## config.mk

```make
export PLATFORM = sky130hd
export DESIGN_NAME = fpu_ahb_slave
export DESIGN_NICKNAME = d
export VERILOG_FILES = /design/src/rtl/fpuw_pkg.sv /design/src/rtl/fpuw_addr_stage.sv /design/src/rtl/fpuw_operands.sv /design/src/rtl/fpuw_ctrl.sv /design/src/rtl/fpu_ahb_slave.sv
export SDC_FILE = /design/constraint.sdc
export NUM_CORES = 1
export LEC_CHECK = 0
export BUFFER_PORTS_ARGS = -buffer_cell sky130_fd_sc_hd__buf_4
export CAP_MARGIN = 10
export CORE_MARGIN = 1
export CORE_UTILIZATION = 40
export DETAILED_ROUTE_END_ITERATION = 12
export PLACE_DENSITY = 0.66
export SYNTH_ARGS = -nofsm -noshare
export SYNTH_HDL_FRONTEND = slang
export SYNTH_SLANG_ARGS = --single-unit
```

## constraint.sdc

```tcl
create_clock -name hclk -period 2.25 [get_ports hclk]
set_input_delay 0.225 -clock hclk [delete_from_list [all_inputs] [get_ports hclk]]
set_output_delay 0.225 -clock hclk [all_outputs]
set_load 0.02 [all_outputs]
```

## src/rtl/fpuw_pkg.sv

```systemverilog
package fpuw_pkg;

  typedef enum logic [2:0] {
    RS_NONE = 3'd0,
    RS_OPA  = 3'd1,
    RS_OPB  = 3'd2,
    RS_OPC  = 3'd3,
    RS_STAT = 3'd4,
    RS_RES  = 3'd5
  } regsel_e;

  localparam logic [2:0] HSIZE_WORD = 3'b010;

  // Offset inside the window to register select; unaligned or unknown -> none
  function automatic regsel_e decode_off(input logic [31:0] off);
    regsel_e sel;
    case (off)
      32'h0000_0000: sel = RS_OPA;
      32'h0000_0004: sel = RS_OPB;
      32'h0000_0008: sel = RS_OPC;
      32'h0000_000C: sel = RS_STAT;
      32'h0000_0010: sel = RS_RES;
      default:       sel = RS_NONE;
    endcase
    return sel;
  endfunction

  // Active transfer of one full word
  function automatic logic xfer_ok(input logic [1:0] trans, input logic [2:0] size);
    return trans[1] && (size == HSIZE_WORD);
  endfunction

  function automatic logic [31:0] status_word(input logic busy, input logic done);
    return {30'd0, done, busy};
  endfunction

endpackage

```

## src/rtl/fpuw_addr_stage.sv

```systemverilog
module fpuw_addr_stage
  import fpuw_pkg::*;
#(
  parameter int ADDR_W   = 32,
  parameter int WIN_BITS = 20,
  parameter logic [ADDR_W-WIN_BITS-1:0] BASE_HI = 12'h700
) (
  input  logic              clk,
  input  logic              rst_n,
  input  logic              hsel,
  input  logic              hready,
  input  logic [ADDR_W-1:0] haddr,
  input  logic [1:0]        htrans,
  input  logic              hwrite,
  input  logic [2:0]        hsize,
  output logic              accept,
  output logic              dp_valid,
  output logic              dp_write,
  output regsel_e           dp_sel
);
  localparam int PAD_W = 32 - WIN_BITS;

  logic    in_window;
  regsel_e sel_now;

  assign in_window = (haddr[ADDR_W-1:WIN_BITS] == BASE_HI);
  assign accept    = hsel && hready && in_window && xfer_ok(htrans, hsize);
  assign sel_now   = decode_off({{PAD_W{1'b0}}, haddr[WIN_BITS-1:0]});

  always_ff @(posedge clk or negedge rst_n) begin
    if (!rst_n) begin
      dp_valid <= 1'b0;
      dp_write <= 1'b0;
      dp_sel   <= RS_NONE;
    end else if (hready) begin
      dp_valid <= accept;
      dp_write <= hwrite;
      dp_sel   <= sel_now;
    end
  end
endmodule

```

## src/rtl/fpuw_operands.sv

```systemverilog
module fpuw_operands #(
  parameter int DATA_W = 32
) (
  input  logic              clk,
  input  logic              rst_n,
  input  logic              wr_a,
  input  logic              wr_b,
  input  logic [DATA_W-1:0] wdata,
  output logic [DATA_W-1:0] op_a,
  output logic [DATA_W-1:0] op_b
);
  always_ff @(posedge clk or negedge rst_n) begin
    if (!rst_n) begin
      op_a <= '0;
      op_b <= '0;
    end else begin
      if (wr_a) op_a <= wdata;
      if (wr_b) op_b <= wdata;
    end
  end
endmodule

```

## src/rtl/fpuw_ctrl.sv

```systemverilog
module fpuw_ctrl #(
  parameter int DATA_W = 32,
  parameter int OP_W   = 2
) (
  input  logic              clk,
  input  logic              rst_n,
  input  logic              wr_opc,
  input  logic [OP_W-1:0]   wdata_op,
  input  logic              rd_res,
  input  logic              eng_valid,
  input  logic [DATA_W-1:0] eng_result,
  output logic              launch,
  output logic              finish,
  output logic [OP_W-1:0]   opcode,
  output logic              busy,
  output logic              done,
  output logic [DATA_W-1:0] result,
  output logic              eng_start
);
  assign launch = wr_opc && !busy;
  assign finish = busy && eng_valid;

  always_ff @(posedge clk or negedge rst_n) begin
    if (!rst_n) begin
      opcode    <= '0;
      busy      <= 1'b0;
      done      <= 1'b0;
      result    <= '0;
      eng_start <= 1'b0;
    end else begin
      eng_start <= launch;
      if (launch) begin
        opcode <= wdata_op;
        busy   <= 1'b1;
        done   <= 1'b0;
      end else if (finish) begin
        busy   <= 1'b0;
        done   <= 1'b1;
        result <= eng_result;
      end else if (rd_res) begin
        done   <= 1'b0;
      end
    end
  end
endmodule

```

## src/rtl/fpu_ahb_slave.sv

```systemverilog
module fpu_ahb_slave
  import fpuw_pkg::*;
#(
  parameter int ADDR_W   = 32,
  parameter int DATA_W   = 32,
  parameter int WIN_BITS = 20,
  parameter logic [ADDR_W-WIN_BITS-1:0] BASE_HI = 12'h700,
  parameter int OP_W     = 2
) (
  input  logic              hclk,
  input  logic              hresetn,
  input  logic              hsel,
  input  logic [ADDR_W-1:0] haddr,
  input  logic [1:0]        htrans,
  input  logic              hwrite,
  input  logic [2:0]        hsize,
  input  logic [DATA_W-1:0] hwdata,
  input  logic              hready,
  output logic              hreadyout,
  output logic              hresp,
  output logic [DATA_W-1:0] hrdata,
  output logic              eng_start,
  output logic [OP_W-1:0]   eng_op,
  output logic [DATA_W-1:0] eng_a,
  output logic [DATA_W-1:0] eng_b,
  input  logic              eng_valid,
  input  logic [DATA_W-1:0] eng_result
);
  logic    accept, dp_valid, dp_write;
  regsel_e dp_sel;
  logic    dp_wr, dp_rd;
  logic    wr_a, wr_b, wr_opc, rd_res;
  logic    launch, finish, busy, done;
  logic [OP_W-1:0]   opcode;
  logic [DATA_W-1:0] op_a, op_b, result;

  assign hreadyout = 1'b1;
  assign hresp     = 1'b0;

  fpuw_addr_stage #(
    .ADDR_W(ADDR_W), .WIN_BITS(WIN_BITS), .BASE_HI(BASE_HI)
  ) u_addr (
    .clk(hclk), .rst_n(hresetn), .hsel(hsel), .hready(hready),
    .haddr(haddr), .htrans(htrans), .hwrite(hwrite), .hsize(hsize),
    .accept(accept), .dp_valid(dp_valid), .dp_write(dp_write), .dp_sel(dp_sel)
  );

  assign dp_wr  = dp_valid && dp_write && hready;
  assign dp_rd  = dp_valid && !dp_write;
  assign wr_a   = dp_wr && (dp_sel == RS_OPA);
  assign wr_b   = dp_wr && (dp_sel == RS_OPB);
  assign wr_opc = dp_wr && (dp_sel == RS_OPC);
  assign rd_res = dp_rd && hready && (dp_sel == RS_RES);

  fpuw_operands #(.DATA_W(DATA_W)) u_opnd (
    .clk(hclk), .rst_n(hresetn), .wr_a(wr_a), .wr_b(wr_b),
    .wdata(hwdata), .op_a(op_a), .op_b(op_b)
  );

  fpuw_ctrl #(.DATA_W(DATA_W), .OP_W(OP_W)) u_ctrl (
    .clk(hclk), .rst_n(hresetn), .wr_opc(wr_opc), .wdata_op(hwdata[OP_W-1:0]),
    .rd_res(rd_res), .eng_valid(eng_valid), .eng_result(eng_result),
    .launch(launch), .finish(finish), .opcode(opcode), .busy(busy),
    .done(done), .result(result), .eng_start(eng_start)
  );

  assign eng_op = opcode;
  assign eng_a  = op_a;
  assign eng_b  = op_b;

  always_comb begin
    hrdata = '0;
    if (dp_rd) begin
      case (dp_sel)
        RS_OPA:  hrdata = op_a;
        RS_OPB:  hrdata = op_b;
        RS_OPC:  hrdata = DATA_W'(opcode);
        RS_STAT: hrdata = DATA_W'(status_word(busy, done));
        RS_RES:  hrdata = result;
        default: hrdata = '0;
      endcase
    end
  end
endmodule

```

# Yosys cells after proc, flatten, opt, wreduce, memory -nomap -nowiden

Index checks and enable logic that the tools add are counted.

Multipliers: 0
Equal/unequal tests: 11
Reduce and logical (&&, ||, !) cells: 20
$add $sub $neg: 0
Div/mod/pow operators: 0
Shift operators: 0
Order comparisons: 0
Bitwise operators: 1
Mux-type cells: 8

Operator list:

| operator               | number |
|---|---|
| $pmux W32 S5           | 1 |
| $eq A20 B4 Y1 const B  | 2 |
| $mux W32               | 1 |
| $eq A20 B3 Y1 const B  | 1 |
| $eq A20 B5 Y1 const B  | 1 |
| $logic_not A20 Y1      | 1 |
| $pmux W3 S5            | 1 |
| $logic_and A1 B1 Y1    | 14 |
| $eq A12 B11 Y1 const B | 1 |
| $eq A3 B2 Y1 const B   | 3 |
| $eq A3 B3 Y1 const B   | 2 |
| $mux W1                | 5 |
| $eq A3 B1 Y1 const B   | 1 |
| $reduce_bool A3 Y1     | 1 |
| $logic_not A1 Y1       | 2 |
| $reduce_and A2 Y1      | 1 |
| $reduce_bool A2 Y1     | 1 |
| $not A1 Y1             | 1 |

Bits of input ports: 107
Memories: 0
Output and inout port bits: 101
ROM bits: 0
Bits in latches: 0
RAM bits: 0
Word-level logic and storage cells: 50
Register bits after elaboration: 106

# Depth between registers and ports, before layout

Gate-level depths: netlist of run 1.

Depth in word-level cells: 7
Mapped depth: 6
Mapped depth without buffers: 3

# Hierarchy

From an unflattened synthesis of run 1, not the netlist that was laid out.

Cells, all modules: 456
Area total of the unflattened synthesis: 5819.3 sq um

By module, submodules not included:

| module          | times used | cells an instance | area an instance (sq um) |
|---|---|---|---|
| fpuw_operands   | 1          | 136               | 2690.1 |
| fpuw_ctrl       | 1          | 83                | 1500.2 |
| fpu_ahb_slave   | 1          | 202               | 1291.2 |
| fpuw_addr_stage | 1          | 35                | 337.8 |

# Least setup slack after synthesis of run 1

No wires, ideal clock.

Path type: register -> output
Start point: register u_addr.dp_sel[1]
End point: output hrdata[10]
Cell stages (with the launch flop): 5
Required time: 2.025 ns
Setup slack: 0.383 ns
Arrival time: 1.642 ns
Cell sequence: dfrtp_1 -> clkbuf_1 -> a2111o_1 -> clkbuf_1 -> a21oi_1

Word-level cells in the longest chain between the ends: 3
Elaborated cells on any way between the ends: 7

RTL lines:

| item                                 | line                  | source |
|---|---|---|
| start, declared                      | fpuw_addr_stage.sv:19 | `output regsel_e dp_sel` |
| start signal, assigned               | fpuw_addr_stage.sv:38 | `dp_sel <= sel_now;` |
| $eq A3 B3 Y1 (tied with other cells) | fpu_ahb_slave.sv:74   | `case (dp_sel)` |
| $pmux W32 S5 *                       | fpu_ahb_slave.sv:74   |  |
| $mux W32 *                           | fpu_ahb_slave.sv:73   | `if (dp_rd) begin` |
| end, declared                        | fpu_ahb_slave.sv:21   | `output logic [DATA_W-1:0] hrdata,` |

Every way passes the cells marked *; elsewhere a longest branch is shown, timed or not.

# Worst setup path after layout of run 1

Start point: register u_addr.dp_sel[2]
End point: output hrdata[30]

Same word-level chain as after synthesis.

==> results of run 1 <==
-- power by group --
group	internal (mW)	leakage, nW	switching, mW
clock network	0.922	0.145	0.693
logic	0.189	2.23	0.119
registers	1.97	1.44	0.0369
total	3.08	3.82	0.849
-- worst register-to-register path, delay by kind of cell, from the launching register on --
kind	cells	cell delay, ns
buffers and inverters	1	0.20
flip-flops	1	0.42
multiplexers	1	0.36
AND/OR/NAND/NOR	2	0.79
-- through the flow --
stage / cells / TNS [ns]
final: 830 / 0
after global routing: 830 / 0
after detailed placement: 809 / 0
after global placement: 809 / 0
after CTS: 830 / -0.001005
after floorplan: 450 / 0
-- final timing paths --
| check | depth (start not counted) | end | startpoint | slack (ns) |
|---|---|---|---|---|
| hold / removal | 2 | u_ctrl.busy | eng_valid | 0.09 |
| setup / recovery | 4 | hrdata[30] | u_addr.dp_sel[2] | 0.04 |
| setup reg to reg | 4 | u_ctrl.opcode[1] | u_addr.dp_sel[0] | 0.37 |
| max in group asynchronous | 3 | u_addr.dp_sel[0] | hresetn | 1.21 |
| hold reg to reg | 1 | u_ctrl.result[18] | u_ctrl.result[18] | 0.51 |
| min in group asynchronous | 2 | u_opnd.op_b[5] | hresetn | 0.32 |
-- routing by layer --
metal	track usage	part of all wire	routed length (microns)	up-vias
met2	0.3854	0.50	7468	155
met4	0.09789	0.024	364	0
met5	0	0	0	-
met1	0.2709	0.41	6197	2114
li1	-	-	-	2022
met3	0.05553	0.065	972	28
-- sequential cells by signal, summed over array words and instances, names as in the netlist --
signal,flops
u_opnd.op_b,32
u_ctrl.done,1
u_addr.dp_valid,1
u_ctrl.eng_start,1
u_ctrl.opcode,2
u_addr.dp_sel,3
u_ctrl.result,32
u_addr.dp_write,1
u_ctrl.busy,1
u_opnd.op_a,32
-- synth_stat cells (2+ instances only) --
| library cell | count |
|---|---|
| sky130_fd_sc_hd__dfrtp_1 | 106 |
| sky130_fd_sc_hd__mux2_2 | 97 |
| sky130_fd_sc_hd__and3b_1 | 62 |
| sky130_fd_sc_hd__a21oi_1 | 34 |
| sky130_fd_sc_hd__nand2_1 | 34 |
| sky130_fd_sc_hd__o21ai_0 | 31 |
| sky130_fd_sc_hd__clkbuf_1 | 25 |
| sky130_fd_sc_hd__buf_2 | 6 |
| sky130_fd_sc_hd__mux2_1 | 6 |
| sky130_fd_sc_hd__inv_1 | 5 |
| sky130_fd_sc_hd__nand3_1 | 5 |
| sky130_fd_sc_hd__nor4_1 | 4 |
| sky130_fd_sc_hd__buf_1 | 3 |
| sky130_fd_sc_hd__buf_4 | 3 |
| sky130_fd_sc_hd__nor4bb_1 | 3 |
| sky130_fd_sc_hd__o22ai_1 | 3 |
| sky130_fd_sc_hd__conb_1 | 2 |
| sky130_fd_sc_hd__nand4b_1 | 2 |
| sky130_fd_sc_hd__nor2_1 | 2 |
| sky130_fd_sc_hd__nor2b_1 | 2 |
| sky130_fd_sc_hd__nor4_2 | 2 |
| sky130_fd_sc_hd__nor4b_1 | 2 |
-- cells by family (layout without fill, tap and decap cells) --
group,count (synthesis),after routing
simple gates,122,122
flops,106,106
mux,103,103
compound gates,72,72
buf+inv,44,252
other cells,2,2
xor+xnor,1,1
-- final cells by class --
type	count	share of cell area
multi-input cells	300	0.3292
clock inverters	4	0.006749
repair buffers	230	0.2392
flip-flops and latches	106	0.3582
clock buffers	12	0.03459
inverters	6	0.003037
well taps	172	0.02902
-- timing repair --
action,CTS,global route
endpoints found under the hold margin,22,0
resized for setup,3,4
endpoints found under the setup margin,28,7
pin swaps,1,1
hold buffers,1,0
setup buffers,4,0
==> impl_summary.txt, run 1 <==
----------------------------------------------------
[Run]
  # Max-Cap Violations ... 0

[STA]
  Post-route worst hold slack ... about 0.09 ns
  Worst rel slew slack ... 0.6488
  Unrepaired setup endpoints after global routing ... no
  Maximum clock skew at final layout ... 0.008276 ns
  Final period utilization ... 0.9809
  Post-route setup slack ... ~0.043 ns
  Hold violation total from the final report ... 0
  Number of setup violations in the final report ... 0
  Fmax ... about 450 MHz
  Number of pins with negative max-slew slack in the final report ... 0
  Transition time at the pin with the least slew margin ... around 0.52 ns
  Final period demand of the worst path ... about 2.2 ns

[Worst setup path]
  Critical path peak fanout ... 9
  Peak per-stage delay on the critical path ... between 0.5 and 0.6 ns
  Critical path buffers and inverters ... 2
  Cell with the most instances on the worst path ... sky130_fd_sc_hd__buf_4
  Largest delay share family, worst path ... compound AO/OA/AOI/OAI gates
  Required arrival time at the worst endpoint ... 2.03 ns
  Cells traversed along the worst timing path ... a2111o_1 > buf_4 > a21oi_1 > buf_4
  Arrival time at the worst endpoint ... slightly below 2 ns
  Kind of critical path ... register to output port
  Slowest cell on the critical path ... sky130_fd_sc_hd__a2111o_1
  Startpoint class of the critical path ... register
  Endpoint class of the critical path ... output port

[Final layout]
  Post-route core utilization ... 0.5829
  Layout Cell Area excl Fill ... between 7000 and 8000 sq um
  Most frequent cells in the layout ... sky130_fd_sc_hd__buf_4, sky130_fd_sc_hd__dfrtp_1, sky130_fd_sc_hd__mux2_2
  Nets ... 760
  Fraction of layout instances using a drive strength above 1 ... 0.5319
  Multi-input combinational cell area ... 2441 sq um
  Most frequent standard cell in the layout excluding fill and tap cells ... sky130_fd_sc_hd__buf_4
  Layout fillers ... 1,119
  FF+latch area ... 2656 sq um
  Diodes inserted ... 0
  Layout overhead on the synthesized area ... 41.09%

[Clocking]
  Num Clock Sinks ... between 100 and 150
  Inserted Clock Buffers ... 9
  H-tree Lvls ... 3
  Deepest clock path buffer count ... 2
  TritonCTS clock tree ... yes
  Worst-skew pair later-pin latency ... approximately 0.35 ns
  CTS clock-pin slew for the worst setup and hold paths ... 0.07 ns
  Root Driver ... sky130_fd_sc_hd__clkbuf_16

[Route]
  Overall via count from detail_route ... around 4,300
  ANT nets after route ... 0
  Drt drc ... 0
  Via-per-instance ratio ... between 5 and 6
  First DRT Iteration DRCs ... roughly 210
  WL final ... roughly 15,000 microns
  Number of iterations in the first detailed-routing pass ... 4
  Average detailed-routed wire length per instance ... roughly 18 microns

[Synthesis]
  Synthesized instance count ... 450
  Number of flops mapped to enable cells by yosys ... 0
  Fraction of the mapped netlist area in simple logic gates ... 0.1640
  Share of the synthesized area in compound gates (AO/OA/AOI/OAI) ... 0.07236
  #FFs+latches synth ... 106
  Fraction of post-synthesis cell area in the top cell type by area ... 0.5046
  Post-synthesis adder-cell area fraction ... 0
  Cell type with the largest total area after synthesis ... sky130_fd_sc_hd__dfrtp_1
  Cell types with the largest area share after synthesis ... sky130_fd_sc_hd__dfrtp_1, sky130_fd_sc_hd__mux2_2, sky130_fd_sc_hd__and3b_1
  Count of different cell masters after synthesis ... 33
  Avg Inst Size Synth ... approximately 12 sq um
  Multiplexer area fraction after synthesis ... 0.2207
  Prevailing post-synth register cell ... sky130_fd_sc_hd__dfrtp_1
  Xor and xnor area share after synthesis ... 0.001666
  Warnings, synthesis ... 0
  Largest family of logic cells by synthesized area ... multiplexers
  Post-synthesis async set-or-reset flop share ... 1.000
  Number of nets produced by synthesis ... around 560
  Post-synthesis instance area ... ~5300 sq um
  Seq/Total Area, Yosys ... 0.5046

[Place]
  Minimum setup slack after placement ... roughly 0.29 ns
  Total half-perimeter wirelength after legalization and detailed placement ... approximately 11,000 microns
  Cell area after placement ... between 7000 and 8000 sq um
  Final weighted congestion of routability-driven global placement ... 0.8168
  Input/output buffers ... between 200 and 250

[Global route]
  Tot GR Track Use ... 0.2257
  Pin count of the biggest net entering global routing ... 46
  Wire length of the first global-routing pass ... approximately 23,000 microns
  Remaining global-route overflow ... 0
  Number of global-route vias before repair ... approximately 4,300
  Antenna violations before repair ... 0

[Floorplan]
  Core box area ... roughly 13,000 sq um
  Effective utilization at floorplan ... 0.4132
  Die height ... between 100 and 150 microns
  Width of the die ... ~120 microns
  Die outline area ... about 14,000 sq um
  Cell row count ... about 40
  Count of boundary I/O pins ... 208

[Power and ir drop]
  Static leakage ... between 3 and 4 nW
  IR drop worst, VDD ... slightly above 0.5 mV
  Total power density per cell area ... between 500 and 600 nW/um^2
  Overall power ... ~4 mW

[Outcome]
  Run status ... complete, no violations

[Worst hold path]
  Worst hold path type ... input pin to register

----------------------------------------------------
(Power assumes the default switching activity.)
==> inputs of run 2 (changes only) <==
--- a/config.mk
+++ b/config.mk
@@ -5,12 +5,12 @@
 export SDC_FILE = /design/constraint.sdc
 export NUM_CORES = 1
 export LEC_CHECK = 0
-export BUFFER_PORTS_ARGS = -buffer_cell sky130_fd_sc_hd__buf_4
 export CAP_MARGIN = 10
 export CORE_MARGIN = 1
 export CORE_UTILIZATION = 40
 export DETAILED_ROUTE_END_ITERATION = 12
-export PLACE_DENSITY = 0.66
+export DONT_BUFFER_PORTS = 1
+export PLACE_DENSITY = 0.52
 export SYNTH_ARGS = -nofsm -noshare
 export SYNTH_HDL_FRONTEND = slang
 export SYNTH_SLANG_ARGS = --single-unit
==> impl_summary.txt, run 2 (synthesized netlist as in run 1, its figures left out) <==
----------------------------------------------------
[STA]
  Number of setup violations in the final report ... 0 (unchanged)
  Hold violation total from the final report ... 106 (+106)
  Final TNS setup ... 0 ns (unchanged)
  Unrepaired setup endpoints after global routing ... no
  Final period utilization ... 0.9383 (-0.04264)
  Post-route worst hold slack ... -0.4348 ns (-0.5247 ns)
  Final period demand of the worst path ... 2.111 ns (-0.09593 ns)
  Number of pins with negative max-slew slack in the final report ... 0 (unchanged)
  Fmax ... 473.7 MHz (+4.5%)
  Maximum clock skew at final layout ... 0.008713 ns (+0.0004371 ns)

[Power and ir drop]
  Total power density per cell area ... 602.0 nW/um^2 (+14%)
  IR drop worst, VDD ... 0.2936 mV (-43%)
  Static leakage ... 2.906 nW (-24%)

[Worst setup path]
  Worst Reg-to-Reg Cells ... 4 (unchanged)
  Arrival time at the worst endpoint ... 1.89 ns (-0.09 ns)
  Startpoint of the worst-slack reg-to-reg timing path ... u_addr.dp_sel[1]
  Kind of critical path ... register to output port
  Critical path capture point ... hrdata[21]
  Required arrival time at the worst endpoint ... 2.03 ns (about the same)
  Critical path peak fanout ... 28 (+19)
  RR Endpoint ... u_opnd.op_b[20]
  Worst setup startpoint ... u_addr.dp_sel[1]
  Endpoint class of the critical path ... output port
  R2r setup slk ... 0.50 ns (+0.13 ns)
  Startpoint class of the critical path ... register

[Place]
  Total half-perimeter wirelength after legalization and detailed placement ... 9423 microns (-15%)
  DP Cell Count ... 632 (-22%)
  Input/output buffers ... 0 (-100%)
  Cell area after placement ... 5704 sq um (-19%)
  Final weighted congestion of routability-driven global placement ... 0.7592 (-7.1%)

[Global route]
  Tot GR Track Use ... 0.2022 (-0.02351)
  Wire length of the first global-routing pass ... 20,210 microns (-11%)
  Antenna violations before repair ... 2 (+2)
  Pin count of the biggest net entering global routing ... 107 (+130%)
  Number of global-route vias before repair ... 3,543 (-17%)
  Remaining global-route overflow ... 0 (unchanged)

[Clocking]
  Quantity of hold-fixing buffers added after cts ... 5 (+4)
  TritonCTS clock tree ... yes
  Root Driver ... sky130_fd_sc_hd__clkbuf_16
  Deepest clock path buffer count ... 2 (unchanged)
  Worst-skew pair later-pin latency ... 0.35 ns (about the same)
  CTS clock-pin slew for the worst setup and hold paths ... 0.07 ns (about the same)
  Num Clock Sinks ... 106 (unchanged)
  Inserted Clock Buffers ... 9 (unchanged)
  H-tree Lvls ... 3 (unchanged)
  Post-CTS repair timing setup buffer count ... 0 (-4)

[Final layout]
  Final instance count without filler cells ... 655 (-21%)
  Multi-input combinational cell area ... 2439 sq um (-0.10%)
  Most frequent standard cell in the layout excluding fill and tap cells ... sky130_fd_sc_hd__dfrtp_1
  Most frequent cells in the layout ... sky130_fd_sc_hd__dfrtp_1, sky130_fd_sc_hd__mux2_2, sky130_fd_sc_hd__and3b_1
  Largest registers in the final layout ... u_ctrl.result (32), u_opnd.op_a (32), u_opnd.op_b (32)
  Nets ... 583 (-23%)
  Layout fillers ... 1,216 (+8.7%)
  Fraction of layout instances using a drive strength above 1 ... 0.3493 (-0.1826)
  Layout Cell Area excl Fill ... 6056 sq um (-18%)
  Post-route core utilization ... 0.4760 (-0.1069)
  FF+latch area ... 2656 sq um (unchanged)
  Layout overhead on the synthesized area ... 15.21%

[Floorplan]
  Cell row count ... 41 (unchanged)
  Effective utilization at floorplan ... 0.4132 (unchanged)
  Width of the die ... 116.6 microns (unchanged)
  Core box area ... 12,720 sq um (unchanged)
  Die height ... 116.6 microns (unchanged)
  Count of boundary I/O pins ... 208 (unchanged)
  Die outline area ... 13,600 sq um (unchanged)

[Route]
  Via-per-instance ratio ... 5.525 (+6.2%)
  Routed wire length on met2 ... 6599 microns (-12%)
  Average detailed-routed wire length per instance ... 20.76 microns (+15%)
  Uppermost signal routing layer after detailed routing ... met4
  WL final ... 13,600 microns (-9.3%)
  Number of iterations in the first detailed-routing pass ... 4 (unchanged)
  ANT nets after route ... 0 (unchanged)
  First DRT Iteration DRCs ... 165 (-20%)
  M1 wire length ... 5576 microns (-10%)
  Met3 routed WL ... 1253 microns (+29%)
  Drt drc ... 0 (unchanged)
  Overall via count from detail_route ... 3,619 (-16%)

[Run]
  # Max-Cap Violations ... 0 (unchanged)

[Outcome]
  Violations in the final reports ... negative hold slack
  Run status ... finished, violations left

[Worst hold path]
  Worst hold path type ... input pin to async pin

----------------------------------------------------
## run 2: report_power, final
group / internal, mW / leakage, nW / switching [mW]
clock network: 0.845 / 0.142 / 0.695
registers: 1.97 / 1.44 / 0.0498
logic: 0.0621 / 1.32 / 0.0248
## run 2: worst max-delay path, cell delays in order (launching register included)
cell	delay, ns
sky130_fd_sc_hd__dfrtp_2	0.51
sky130_fd_sc_hd__buf_4	0.31
sky130_fd_sc_hd__and3b_1	0.20
sky130_fd_sc_hd__o21ai_0	0.24
sky130_fd_sc_hd__a21oi_1	0.10
sky130_fd_sc_hd__buf_4	0.17
## run 2: per-layer routing
metal,vias to the layer above,GRT usage
met4,0,0.06582
met3,14,0.07680
li1,1657,-
met5,-,0
met1,1810,0.2477
met2,138,0.3290
## run 2: worst min-delay path by stage
stage / startpoint / end / slack (ns) / cells after the start
2_1_floorplan: hresetn / u_addr.dp_sel[0] / -0.07 / 0
3_3_place_gp: hresetn / u_opnd.op_b[24] / -0.07 / 0
3_5_place_dp: hresetn / u_opnd.op_b[24] / -0.07 / 0
4_1_cts: hresetn / u_opnd.op_b[24] / -0.45 / 0
5_1_grt: hresetn / u_opnd.op_b[24] / -0.45 / 0
6_report: hresetn / u_opnd.op_b[24] / -0.43 / 0
## run 2: what timing repair did
item	in CTS	in global routing
endpoints found under the hold margin	115	106
endpoints found under the setup margin	0	8
gates resized for setup	0	2
## run 2: stage by stage
| stage | setup slack [ns] | power (mW) |
|---|---|---|
| 3_5_place_dp | 0.4803 | 2.135 |
| 6_report | 0.1389 | 3.645 |
| 3_3_place_gp | 0.4673 | 2.127 |
| 4_1_cts | 0.09286 | 3.695 |
| 2_1_floorplan | 0.3833 | 2.120 |
| 5_1_grt | 0.002891 | 3.785 |
## run 2: layout make-up
cell class                 instances  area share
sequential                       106      0.4386
multi-input combinational        300      0.4027
timing repair buffer              53     0.07045
clock buffer                      13     0.04463
tap                              172     0.03554
inverter                           6    0.003719
clock inverter                     3    0.003512
antenna                            2   0.0008264
